===== src/rtl/dbg_unit_pkg.sv =====
package dbg_unit_pkg;

    localparam int ADDR_W  = 24;
    localparam int DATA_W  = 32;
    localparam int BRK_CNT = 2;

    localparam logic [ADDR_W-1:0] A_RAMBASE  = 24'hFFFF90;
    localparam logic [ADDR_W-1:0] A_CTRL     = 24'hFFFFA0;
    localparam logic [ADDR_W-1:0] A_BRK_BASE = 24'hFFFFB0;
    localparam int                A_BRK_STEP = 4;

    localparam int CB_MODE = 0;
    localparam int CB_STEP = 1;
    localparam int CB_EN0  = 2;
    localparam int CB_REQ  = CB_EN0 + BRK_CNT;

    localparam int BASE_ALIGN_BITS = 6;

    typedef enum logic [0:0] {
        REQ_IDLE    = 1'b0,
        REQ_PENDING = 1'b1
    } req_state_e;

endpackage


===== src/rtl/dbg_req_fsm.sv =====
module dbg_req_fsm
    import dbg_unit_pkg::*;
(
    input  logic clk,
    input  logic rst_n,
    input  logic req_in,
    input  logic clr_in,
    output logic flag_o
);

    req_state_e state_q;
    req_state_e state_d;

    always_ff @(posedge clk or negedge rst_n) begin
        if (!rst_n) begin
            state_q <= REQ_IDLE;
        end else begin
            state_q <= state_d;
        end
    end

    always_comb begin
        state_d = state_q;
        unique case (state_q)
            REQ_IDLE: begin
                if (req_in) begin
                    state_d = REQ_PENDING;
                end
            end
            REQ_PENDING: begin
                if (clr_in && !req_in) begin
                    state_d = REQ_IDLE;
                end
            end
            default: state_d = REQ_IDLE;
        endcase
    end

    always_comb begin
        unique case (state_q)
            REQ_IDLE:    flag_o = 1'b0;
            REQ_PENDING: flag_o = 1'b1;
            default:     flag_o = 1'b0;
        endcase
    end

endmodule


===== src/rtl/dbg_ctrl_regs.sv =====
module dbg_ctrl_regs
    import dbg_unit_pkg::*;
#(
    parameter logic [ADDR_W-1:0] RAM_BASE = 24'h001000
) (
    input  logic                            clk,
    input  logic                            rst_n,
    input  logic [ADDR_W-1:0]               reg_addr,
    input  logic                            reg_wr,
    input  logic                            reg_rd,
    input  logic [ADDR_W-1:0]               reg_wdata,
    input  logic                            req_flag,
    input  logic                            dbg_mode,
    output logic [DATA_W-1:0]               reg_rdata,
    output logic                            step_en,
    output logic                            req_clr,
    output logic [BRK_CNT-1:0]              brk_en,
    output logic [BRK_CNT-1:0][ADDR_W-1:0]  brk_addr
);

    localparam logic [ADDR_W-1:0] BASE_MASK = ~ADDR_W'((1 << BASE_ALIGN_BITS) - 1);
    localparam logic [ADDR_W-1:0] BASE_AL   = RAM_BASE & BASE_MASK;

    logic               sel_ctrl;
    logic               sel_base;
    logic [BRK_CNT-1:0] sel_brk;
    logic               step_q;
    logic [BRK_CNT-1:0] en_q;
    logic [DATA_W-1:0]  rd_val;

    assign sel_ctrl = (reg_addr == A_CTRL);
    assign sel_base = (reg_addr == A_RAMBASE);

    genvar gi;
    generate
        for (gi = 0; gi < BRK_CNT; gi++) begin : g_slot
            localparam logic [ADDR_W-1:0] SLOT = A_BRK_BASE + ADDR_W'(gi * A_BRK_STEP);
            logic [ADDR_W-1:0] addr_q;

            assign sel_brk[gi] = (reg_addr == SLOT);

            always_ff @(posedge clk or negedge rst_n) begin
                if (!rst_n) begin
                    addr_q <= '0;
                end else if (reg_wr && sel_brk[gi]) begin
                    addr_q <= reg_wdata;
                end
            end

            assign brk_addr[gi] = addr_q;
        end
    endgenerate

    always_ff @(posedge clk or negedge rst_n) begin
        if (!rst_n) begin
            step_q <= 1'b0;
            en_q   <= '0;
        end else if (reg_wr && sel_ctrl) begin
            step_q <= reg_wdata[CB_STEP];
            en_q   <= reg_wdata[CB_EN0 +: BRK_CNT];
        end
    end

    assign req_clr = reg_wr && sel_ctrl && reg_wdata[CB_REQ];
    assign step_en = step_q;
    assign brk_en  = en_q;

    always_comb begin
        rd_val = '0;
        if (sel_ctrl) begin
            rd_val[CB_MODE]           = dbg_mode;
            rd_val[CB_STEP]           = step_q;
            rd_val[CB_EN0 +: BRK_CNT] = en_q;
            rd_val[CB_REQ]            = req_flag;
        end
        if (sel_base) begin
            rd_val[ADDR_W-1:0] = BASE_AL;
        end
        for (int k = 0; k < BRK_CNT; k++) begin
            if (sel_brk[k]) begin
                rd_val[ADDR_W-1:0] = brk_addr[k];
            end
        end
    end

    assign reg_rdata = reg_rd ? rd_val : '0;

endmodule


===== src/rtl/dbg_brk_cmp.sv =====
module dbg_brk_cmp
    import dbg_unit_pkg::*;
(
    input  logic                           fetch_valid,
    input  logic [ADDR_W-1:0]              fetch_addr,
    input  logic                           dbg_mode,
    input  logic [BRK_CNT-1:0]             brk_en,
    input  logic [BRK_CNT-1:0][ADDR_W-1:0] brk_addr,
    output logic [BRK_CNT-1:0]             hit
);

    logic armed;
    assign armed = fetch_valid && !dbg_mode;

    genvar gi;
    generate
        for (gi = 0; gi < BRK_CNT; gi++) begin : g_cmp
            assign hit[gi] = armed && brk_en[gi] && (fetch_addr == brk_addr[gi]);
        end
    endgenerate

endmodule


===== src/rtl/dbg_break_unit.sv =====
module dbg_break_unit
    import dbg_unit_pkg::*;
#(
    parameter logic [ADDR_W-1:0] DBG_RAM_BASE = 24'h001000
) (
    input  logic                clk,
    input  logic                rst_n,
    input  logic [ADDR_W-1:0]   reg_addr,
    input  logic                reg_wr,
    input  logic                reg_rd,
    input  logic [ADDR_W-1:0]   reg_wdata,
    output logic [DATA_W-1:0]   reg_rdata,
    input  logic                ext_dbg_req,
    input  logic                core_dbg_mode,
    input  logic                fetch_valid,
    input  logic [ADDR_W-1:0]   fetch_addr,
    output logic [BRK_CNT-1:0]  brk_pulse,
    output logic                step_en
);

    logic                           req_flag;
    logic                           req_clr;
    logic [BRK_CNT-1:0]             brk_en;
    logic [BRK_CNT-1:0][ADDR_W-1:0] brk_addr;

    dbg_req_fsm u_req (
        .clk    (clk),
        .rst_n  (rst_n),
        .req_in (ext_dbg_req),
        .clr_in (req_clr),
        .flag_o (req_flag)
    );

    dbg_ctrl_regs #(
        .RAM_BASE (DBG_RAM_BASE)
    ) u_regs (
        .clk       (clk),
        .rst_n     (rst_n),
        .reg_addr  (reg_addr),
        .reg_wr    (reg_wr),
        .reg_rd    (reg_rd),
        .reg_wdata (reg_wdata),
        .req_flag  (req_flag),
        .dbg_mode  (core_dbg_mode),
        .reg_rdata (reg_rdata),
        .step_en   (step_en),
        .req_clr   (req_clr),
        .brk_en    (brk_en),
        .brk_addr  (brk_addr)
    );

    dbg_brk_cmp u_cmp (
        .fetch_valid (fetch_valid),
        .fetch_addr  (fetch_addr),
        .dbg_mode    (core_dbg_mode),
        .brk_en      (brk_en),
        .brk_addr    (brk_addr),
        .hit         (brk_pulse)
    );

endmodule


===== config.mk =====
export PLATFORM = sky130hd
export DESIGN_NAME = dbg_break_unit
export DESIGN_NICKNAME = d
export VERILOG_FILES = /design/src/rtl/dbg_unit_pkg.sv /design/src/rtl/dbg_req_fsm.sv /design/src/rtl/dbg_ctrl_regs.sv /design/src/rtl/dbg_brk_cmp.sv /design/src/rtl/dbg_break_unit.sv
export SDC_FILE = /design/constraint.sdc
export NUM_CORES = 1
export LEC_CHECK = 0
export BUFFER_PORTS_ARGS = -buffer_cell sky130_fd_sc_hd__clkbuf_2
export CORE_ASPECT_RATIO = 0.75
export CORE_UTILIZATION = 30
export CTS_CLUSTER_DIAMETER = 40
export DETAILED_ROUTE_END_ITERATION = 7
export GPL_TIMING_DRIVEN = 0
export HOLD_SLACK_MARGIN = 0.12
export PLACE_DENSITY_LB_ADDON = 0.25
export SYNTH_ARGS = -nofsm -noshare
export SYNTH_HDL_FRONTEND = slang
export SYNTH_SLANG_ARGS = --single-unit

===== constraint.sdc =====
create_clock -name clk -period 1.7 [get_ports clk]
set_input_delay 0.085 -clock clk [delete_from_list [all_inputs] [get_ports clk]]
set_output_delay 0.085 -clock clk [all_outputs]
set_load 0.01 [all_outputs]

Yosys cells after proc, flatten, opt, wreduce, memory -nomap -nowiden
Cells that the tools add are included.
- register bits: 52
- input bits: 79
- output and inout bits: 35
- eq/ne operators: 6
- multiplexer cells: 9
- bitwise operators: 1
- reduce and logical (&&, ||, !) cells: 12
- operators by type and width (operator ; count):
    == test 24 bit (second input constant) ; 4
    two-way mux 24 bit ; 3
    == test 24 bit ; 2
    two-way mux 13 bit ; 1
    logical AND 1 bit ; 10
    two-way mux 5 bit ; 1
    one-hot mux 1 bit (2 select lines) ; 2
    zero test 1 bit ; 2
    two-way mux 1 bit ; 2
    inverter 1 bit ; 1

Longest topological paths before layout
Gate-level depths: netlist of the first run.
- depth after elaboration: 7
- mapped depth: 5
- depth with buffers taken out: 4

Modules after synthesis
Synthesis of the first run repeated with hierarchy kept, for this count alone.
- cells, all modules: 278
- area total of the unflattened synthesis: 3246.9 µm²
- by module, submodules not included (module ; times used ; cells each ; area an instance (µm²) ; sequential area each (µm²)):
    dbg_ctrl_regs ; 1 ; 208 ; 2663.8 ; 1276.2
    dbg_brk_cmp ; 1 ; 67 ; 546.8 ; 0.0
    dbg_req_fsm ; 1 ; 3 ; 36.3 ; 25.0

Worst setup path before layout of the first run
OpenSTA, ideal clock, no wires.
- kind: input-to-reg
- start point: in reg_addr[1]
- end point: reg u_regs.g_slot[1].addr_q[13]
- library setup time: 0.125 ns
- data arrival time: 1.828 ns
- data required time: 1.575 ns
- setup slack: -0.253 ns
- stages: 5
- path buffers: 1
- path through: or4b_1 or2_4 nor4_4 buf_6 mux2_2
- word-level cells in the longest chain between the ends: 2
- ends and longest elaborated chain (what ; RTL line ; text):
    from (decl) ; dbg_break_unit.sv:8 ; input logic [ADDR_W-1:0] reg_addr,
    == test 24 bit ; dbg_ctrl_regs.sv:40 ; assign sel_brk[gi] = (reg_addr == SLOT);
    logical AND 1 bit ; dbg_ctrl_regs.sv:45 ; end else if (reg_wr && sel_brk[gi]) begin
    to (signal assigned) ; dbg_ctrl_regs.sv:46 ; addr_q <= reg_wdata;
    to (decl) ; dbg_ctrl_regs.sv:38 ; logic [ADDR_W-1:0] addr_q;
No other way between the ends.
A chain may end at the register's enable or synchronous reset.

Worst setup path after layout of the first run
- start point: in reg_addr[3]
- end point: out reg_rdata[9]
- word-level cells in the longest chain between the ends: 4
- ends and longest elaborated chain (what ; RTL line ; text):
    == test 24 bit ; dbg_ctrl_regs.sv:40 ;
    two-way mux 24 bit ; dbg_ctrl_regs.sv:80 ; if (sel_brk[k]) begin
    two-way mux 24 bit * ; dbg_ctrl_regs.sv:80 ;
    two-way mux 24 bit * ; dbg_ctrl_regs.sv:86 ; assign reg_rdata = reg_rd ? rd_val : '0;
    to (decl) ; dbg_break_unit.sv:12 ; output logic [DATA_W-1:0] reg_rdata,
Every way passes the cells marked *; elsewhere a longest branch is shown, timed or not.

==> reports/metrics.csv, run 1 <==
metric,value,unit
Area growth syn-to-layout,65.9,%
H-tree depth,2,
reg-to-reg endpoint,u_regs.g_slot[1].addr_q[14],
PwrDens,538,nW/um^2
Core Region,9890,um^2
Final Util,52.4,%
Worst Path Arrival,1850,ps
CTS Buffer Depth,2,
number of max-slew violations in the final report,0,
Die W,120,um
most frequent cell after synthesis,mux2_2,
Tmin final,1930,ps
Pre-Repair DR Iteration Count,4,
clock-pin slew on the worst setup and hold paths,70,ps
area fraction of the dominant cell type after synthesis,41.7,%
CTS buffer count,5,
vias per cell,4.83,
Synth warnings,0,
Syn Inst Count,267,
pin slew with the least headroom to its limit,544,ps
"top cells by count, synth","55 x mux2_2, 52 x dfrtp_1, 30 x xor2_1",
Row Count,31,
status,"finished, violations left",
Peak Freq,518,MHz
Clock power frac,42.0,%
Rel. slew slack,63.7,%
CP Capture Type,primary output,
Die Ht,90.3,um
#FFs+latches synth,52,
data required time of the worst path,1620,ps
Post-Route WL,10.5,mm
post-synthesis async set-or-reset flop share,100,%
via total after detailed routing,2765,
Worst R2R Path Depth,2,
Total GRT Usage,19.6,%
maximum net fanout on the critical path,7,
number of nets in the layout,519,
synthesized area per cell,11.7,um^2
crit path from,reg_addr[3],
Sequential Power Share,44.4,%
RSZ-0062 raised after global routing,true,
first-pass GRT wire length,16.1,mm
switch share,24.1,%
CTS tree,built,
Internal,2.12,mW
input/output buffers,105,
"top cells by area, synth","dfrtp_1 42%, mux2_2 20%, xor2_1 8.4%, mux2i_1 5.8%, xnor2_1 5.1%",
skew final,0,ps
top_reg_cell synth,dfrtp_1,
cell area after technology mapping,3120,um^2
"Seq/Total Area, Yosys",41.7,%
Final HPWL DP,6.99,mm
R2R Setup Slk,760,ps
Initial Utilization,31.6,%
final antenna-violating net count,0,
failing checks,setup timing,
CTS sink count,52,
Worst VDD drop,0.488,mV
n_diodes,0,
IO Pins,114,
"Distinct cells, synth",29,
hold violation count in the final report,0,
setup tns final,-7010,ps
root buf cell,clkbuf_16,
Fillers,879,
Sw Pwr,0.671,mW
GPL Wtd Cong,0.779,
gr ovfl total,0,
Final period util,114,%
share of layout cells above drive strength 1,57.4,%
initial drt markers,78,
worst skew pair latency,290,ps
largest net degree at the start of global routing,53,
DR WL/cell,18.3,um
vias in the first global route,2881,
largest area contributor in the netlist,dfrtp_1,
Final setup viols,73,
Worst R2R Start,u_regs.g_slot[1].addr_q[14],
Post-synth EDFFs,0,
P_leak,2.67,nW
die area,10800,um^2
combinational share of power,13.6,%
max-cap violations,0,
CP Launch Type,input pin,
hold crit path type,input pin to asynchronous set/reset pin,
DRC,0,
setup slack after layout,-231,ps
Setup Crit Path Kind,input pin to primary output,
initial antenna violation count,0,
-- metrics by stage --
step	std cells	hold slack [ps]	worst slack, ps	total power [mW]	instance area (um^2)
after floorplan	274	-211	-121	1.37	3200
after global placement	511	306	-533	1.55	3890
final	573	204	-231	2.79	5180
after global routing	573	232	-313	2.89	5180
after CTS	571	125	-196	2.78	5090
after detailed placement	511	319	-542	1.55	3890
-- layer usage --
| metal | wire length (um) | GRT usage, % | vias to the layer above |
|---|---|---|---|
| li1 | - | - | 1292 |
| met1 | 5040 | 28.8 | 1360 |
| met2 | 4770 | 29.7 | 102 |
| met3 | 547 | 3.85 | 11 |
| met4 | 114 | 3.96 | 0 |
| met5 | 0 | 0 | - |
-- registers in the layout, summed over array words and instances, names as in the netlist --
name,count
u_regs.brk_en,2
u_req.state_q,1
u_regs.g_slot.addr_q,48
u_regs.step_en,1
-- power by group through the flow --
stage               Clock (mW)  Combinational (mW)  Sequential (mW)
finish                    1.17               0.380             1.24
global route              1.24               0.409             1.24
CTS                       1.19               0.358             1.24
global placement             0               0.291             1.26
floorplan                    0               0.113             1.26
detailed placement           0               0.291             1.26
-- worst max path at each step --
stage                                        to  depth (start not counted)
finish                             reg_rdata[9]                          8
global route                       brk_pulse[1]                          5
CTS                                brk_pulse[1]                          5
detailed placement                reg_rdata[15]                          7
global placement                  reg_rdata[22]                          7
floorplan           u_regs.g_slot[1].addr_q[13]                          5
-- layout by cell type, fill, tap and decap left out, types with 2 or more instances in the layout --
cell,synthesis,routed
clkbuf_2,0,81
dfrtp_1,52,52
mux2_4,0,47
xor2_1,30,29
dlygate4sd3_1,0,26
buf_2,0,23
buf_4,8,20
mux2i_1,18,18
xnor2_1,18,18
nor3_4,0,14
buf_6,4,14
nand4_1,12,12
mux2_2,55,9
buf_12,0,9
conb_1,1,8
clkbuf_16,0,6
nor4_4,2,5
nor3_2,0,5
a22oi_1,5,5
nor4_2,1,5
nor2_1,8,4
nor2_4,0,4
inv_1,2,2
a31oi_1,2,2
nor3_1,21,2
nor4_1,9,2
nand3_1,3,2
buf_8,0,2
-- critical path, cell delays in order --
cell and delay [ps]:
clkbuf_2 80, or4b_4 540, buf_6 140, nor4_4 350, nand2_4 150, buf_12 180, nor3_4 140, buf_2 170
-- logic make-up (layout without fill, tap and decap cells) --
| logic type | Yosys count | count (layout) | synth area share [%] |
|---|---|---|---|
| other cells | 1 | 8 | 0.120 |
| compound gates | 8 | 8 | 1.76 |
| buf+inv | 20 | 187 | 4.33 |
| simple gates | 64 | 64 | 12.7 |
| mux | 74 | 74 | 26.0 |
| flops | 52 | 52 | 41.7 |
| xor+xnor | 48 | 48 | 13.5 |
-- timing repair --
| action | CTS | global route |
|---|---|---|
| endpoints found under the setup margin | 65 | 73 |
| gates cloned | 5 | 0 |
| setup buffers | 22 | 8 |
| hold buffers | 25 | 1 |
| pin swaps | 28 | 28 |
| resized for setup | 100 | 55 |
| endpoints found under the hold margin | 52 | 52 |
-- final cells by class --
type / instances / area (um^2) / share of cell area, %
repair buffers: 162 / 1180 / 22.9
multi-input cells: 202 / 2210 / 42.6
plain buffers: 15 / 144 / 2.78
clock inverters: 3 / 46.3 / 0.894
inverters: 2 / 7.51 / 0.145
clock buffers: 5 / 125 / 2.42
flip-flops and latches: 52 / 1300 / 25.1
well taps: 132 / 165 / 3.19
Note: power is estimated with default switching activity, not from simulation.
==> inputs of run 2 (changes only) <==
--- a/config.mk
+++ b/config.mk
@@ -6,6 +6,8 @@
 export NUM_CORES = 1
 export LEC_CHECK = 0
 export BUFFER_PORTS_ARGS = -buffer_cell sky130_fd_sc_hd__clkbuf_2
+export CELL_PAD_IN_SITES_DETAIL_PLACEMENT = 1
+export CELL_PAD_IN_SITES_GLOBAL_PLACEMENT = 2
 export CORE_ASPECT_RATIO = 0.75
 export CORE_UTILIZATION = 30
 export CTS_CLUSTER_DIAMETER = 40
==> reports/metrics.csv, run 2 (synthesized netlist as in run 1, its figures left out) <==
metric,value,unit
status,"finished, violations left",
failing checks,setup timing,
DR WL/cell,19.7,um
H-tree depth,2,
via total after detailed routing,2774,
max-cap violations,0,
data required time of the worst path,1620,ps
Initial Utilization,31.6,%
CTS buffer count,5,
skew final,0,ps
Final HPWL DP,7.45,mm
initial antenna violation count,0,
Post-Route WL,11.3,mm
Final Util,52.0,%
Pre-Repair DR Iteration Count,4,
dpl cells,511,
Setup Crit Path Kind,register to primary output,
"commonest non-fill, non-tap cell in the layout",clkbuf_2,
CTS Buffer Depth,2,
total power draw,2.67,mW
hold crit path type,input pin to asynchronous set/reset pin,
initial drt markers,75,
max FFs per register,48,
RSZ-0062 raised after global routing,true,
Fillers,1049,
Die Ht,90.3,um
Area growth syn-to-layout,64.6,%
PwrDens,520,nW/um^2
crit path from,u_regs.g_slot[1].addr_q[7],
Core Region,9890,um^2
n_diodes,0,
Tmin final,1910,ps
input/output buffers,105,
Die W,120,um
setup slack after layout,-208,ps
gr ovfl total,0,
CP Launch Type,register,
worst skew pair latency,290,ps
hold violation count in the final report,0,
largest net degree at the start of global routing,53,
vias per cell,4.86,
final antenna-violating net count,0,
Worst Path Arrival,1820,ps
vias in the first global route,3122,
clock-pin slew on the worst setup and hold paths,70,ps
CP Capture Type,primary output,
maximum net fanout on the critical path,3,
Row Count,31,
Worst R2R Path Depth,2,
root buf cell,clkbuf_16,
die area,10800,um^2
IO Pins,114,
Worst R2R Start,u_regs.g_slot[1].addr_q[9],
most frequent cells in the layout,"81 x clkbuf_2, 52 x dfrtp_1, 45 x mux2_4",
number of max-slew violations in the final report,0,
reg-to-reg endpoint,u_regs.g_slot[1].addr_q[9],
register bank with the most flops,u_regs.g_slot.addr_q,
Final period util,112,%
Total GRT Usage,21.4,%
first-pass GRT wire length,17.5,mm
DRC,0,
CTS sink count,52,
GPL Wtd Cong,0.753,
CTS tree,built,
hold_ws,224,ps
Worst VDD drop,0.437,mV
Worst Setup EP,brk_pulse[1],
Peak Freq,524,MHz
R2R Setup Slk,790,ps
share of layout cells above drive strength 1,56.0,%
Final setup viols,32,
"Cell Count, Final, Fillers Out",571,
P_leak,2.69,nW
number of nets in the layout,517,
-- run 2: routing by layer --
metal / global-route usage, % / part of all wire [%] / vias up
li1: - / - / 1298
met1: 29.9 / 48 / 1387
met2: 35.2 / 46 / 83
met3: 3.85 / 4.7 / 6
met4: 2.71 / 0.85 / 0
met5: 0 / 0 / -
-- run 2: worst min path at each step --
stage / from / endpoint / depth (start not counted)
6_report: rst_n / u_regs.step_en / 2
5_1_grt: rst_n / u_regs.g_slot[1].addr_q[0] / 2
2_1_floorplan: rst_n / u_regs.brk_en[0] / 0
3_3_place_gp: reg_wdata[4] / u_req.state_q / 2
3_5_place_dp: reg_wdata[4] / u_req.state_q / 2
4_1_cts: rst_n / u_regs.g_slot[1].addr_q[3] / 1
-- run 2: area by class of cell --
class,instances,area (um^2),share of cell area [%]
Timing Repair Buffer,160,1220,23.7
Clock inverter,2,13.8,0.268
Tap cell,132,165,3.21
Buffer,15,140,2.73
Inverter,2,7.51,0.146
Sequential cell,52,1300,25.3
Clock buffer,6,139,2.70
Multi-Input combinational cell,202,2150,41.9
-- run 2: where the power goes --
part           switching [mW]  internal, mW
logic                   0.199         0.177
clock network           0.471         0.590
registers          0.00000235          1.24
-- run 2: metrics by stage --
stage / worst slack [ps] / setup TNS (ps) / instance area [um^2]
after detailed placement: -629 / -31660 / 3890
after global placement: -555 / -30180 / 3890
after global routing: -307 / -3700 / 5140
after floorplan: -121 / -5000 / 3200
final: -208 / -1620 / 5140
after CTS: -236 / -7610 / 5090
-- run 2: worst max-delay path, stage by stage (launching register included) --
cell	delay, ps
dfrtp_1	420
xor2_1	220
nor3_1	240
nand3_1	170
nor4_2	300
clkbuf_2	190
-- run 2: timing repair --
item / 4_1_cts / 5_1_grt
buffers inserted: 20 / 6
hold endpoints to repair: 52 / 52
hold buffers: 25 / 1
endpoints found under the setup margin: 69 / 77
pin swaps: 32 / 18
gates cloned: 5 / 0
resized for setup: 106 / 40
==> inputs of run 3 (changes only) <==
--- a/config.mk
+++ b/config.mk
@@ -14,7 +14,7 @@
 export DETAILED_ROUTE_END_ITERATION = 7
 export GPL_TIMING_DRIVEN = 0
 export HOLD_SLACK_MARGIN = 0.12
-export PLACE_DENSITY_LB_ADDON = 0.25
+export PLACE_DENSITY = 0.89
 export SYNTH_ARGS = -nofsm -noshare
 export SYNTH_HDL_FRONTEND = slang
 export SYNTH_SLANG_ARGS = --single-unit
==> reports/metrics.csv, run 3 (synthesized netlist as in run 1, its figures left out) <==
metric,value,unit
status,"finished, violations left",
failing checks,setup timing,
final antenna-violating net count,0,
Final period util,113,%
CTS buffer count,5,
area of the multi-input gates,2190,um^2
Rel. slew slack,62.5,%
max-cap violations,0,
critical-path cell list,"xor2_1, nor4_4, nand4_1, nor4_2, buf_2",
hold crit path type,input pin to asynchronous set/reset pin,
dpl cells,511,
via total after detailed routing,2881,
RSZ-0062 raised after global routing,true,
largest net degree at the start of global routing,53,
Worst VDD drop,0.411,mV
initial drt markers,99,
number of max-slew violations in the final report,0,
"commonest non-fill, non-tap cell in the layout",clkbuf_2,
CTS tree,built,
CP Launch Type,register,
hold_ws,227,ps
worst skew pair latency,290,ps
gr ovfl total,0,
most frequent cells in the layout,"82 x clkbuf_2, 52 x dfrtp_1, 42 x mux2_4",
Core Region,9890,um^2
Initial Utilization,31.6,%
setup slack after layout,-221,ps
vias per cell,5.01,
Post-Route WL,12.2,mm
n_diodes,0,
setup tns final,-2320,ps
vias in the first global route,3144,
Final Util,53.0,%
CTS Buffer Depth,2,
hold violation count in the final report,0,
GPL Wtd Cong,0.784,
CTS sink count,52,
IO Pins,114,
Peak Freq,520,MHz
Worst path slowest cell,dfrtp_1,
root buf cell,clkbuf_16,
Die Ht,90.3,um
Row Count,31,
CP Capture Type,primary output,
"Cell Count, Final, Fillers Out",575,
pin slew with the least headroom to its limit,562,ps
Fillers,1082,
P_leak,2.74,nW
initial antenna violation count,0,
Reg area,1300,um^2
Worst path max stage delay,390,ps
Total GRT Usage,22.3,%
input/output buffers,105,
number of nets in the layout,522,
Setup Crit Path Kind,register to primary output,
Area growth syn-to-layout,68.0,%
data required time of the worst path,1620,ps
Final setup viols,30,
skew final,0,ps
Worst R2R Path Depth,3,
PwrDens,517,nW/um^2
die area,10800,um^2
H-tree depth,2,
DR WL/cell,21.2,um
maximum net fanout on the critical path,2,
share of layout cells above drive strength 1,57.6,%
DRC,0,
register bank with the most flops,u_regs.g_slot.addr_q,
Die W,120,um
max FFs per register,48,
Worst Path Arrival,1840,ps
first-pass GRT wire length,18.3,mm
Pre-Repair DR Iteration Count,4,
Tmin final,1920,ps
clock-pin slew on the worst setup and hold paths,70,ps
Final HPWL DP,7.44,mm
[run 3: changes by cell type in the layout (fill, tap and decap cells not counted), moves of 3 or more]
cell	before	now
mux2_2	11	14
nor2_1	8	3
nor2_4	0	3
buf_2	28	24
mux2_4	45	42
buf_4	17	22
[run 3: stage by stage]
| stage | cell area [um^2] | worst slack, ps | total power [mW] |
|---|---|---|---|
| after global routing | 5240 | -279 | 2.80 |
| after CTS | 4990 | -218 | 2.69 |
| final | 5240 | -221 | 2.71 |
| after global placement | 3890 | -533 | 1.55 |
| after detailed placement | 3890 | -537 | 1.55 |
| after floorplan | 3200 | -121 | 1.37 |
[run 3: critical path: cells and delay by family, from the launching register on]
family                    cells  cell delay [ps]
xor gates and xnor gates      1              180
DFF                           1              390
and+or+nand+nor               3              800
buffers and inverters         1              180
[run 3: final cells by class]
class | instances | share of cell area, %
repair buffers | 163 | 23.8
multi-input cells | 202 | 41.7
plain buffers | 17 | 3.44
clock buffers | 7 | 2.91
inverters | 2 | 0.143
flip-flops and latches | 52 | 24.8
well taps | 132 | 3.15
[run 3: path summary, 6_finish.rpt]
check | start | endpoint | slack [ps]
min | rst_n | u_regs.g_slot[1].addr_q[5] | 230
max in group asynchronous | rst_n | u_regs.g_slot[0].addr_q[0] | 920
min in group clk | reg_addr[2] | u_req.state_q | 470
max | u_regs.g_slot[1].addr_q[8] | brk_pulse[1] | -220
max reg2reg | u_regs.g_slot[1].addr_q[8] | u_regs.g_slot[1].addr_q[8] | 680
min reg2reg | u_regs.step_en | u_regs.step_en | 550
[run 3: report_power, final]
part	total [mW]	internal (mW)	switching [mW]
Clock	1.09	0.620	0.469
Combinational	0.388	0.178	0.210
Sequential	1.24	1.24	0.00000236
Total	2.71	2.03	0.679
[run 3: routing by layer]
layer  GRT usage [%]  vias to the layer above  share of wire (%)
met4            4.27                        0                1.1
li1                -                     1310                  -
met3            4.04                       10                5.8
met2            37.4                      103                 50
met5               0                        -                  0
met1            30.0                     1458                 43
[run 3: what timing repair did]
action | 4_1_cts | 5_1_grt
hold buffers | 25 | 1
setup endpoints to repair | 68 | 77
gates cloned | 5 | 1
endpoints found under the hold margin | 52 | 52
pin swaps | 26 | 25
setup buffers | 19 | 6
gates resized for setup | 87 | 57
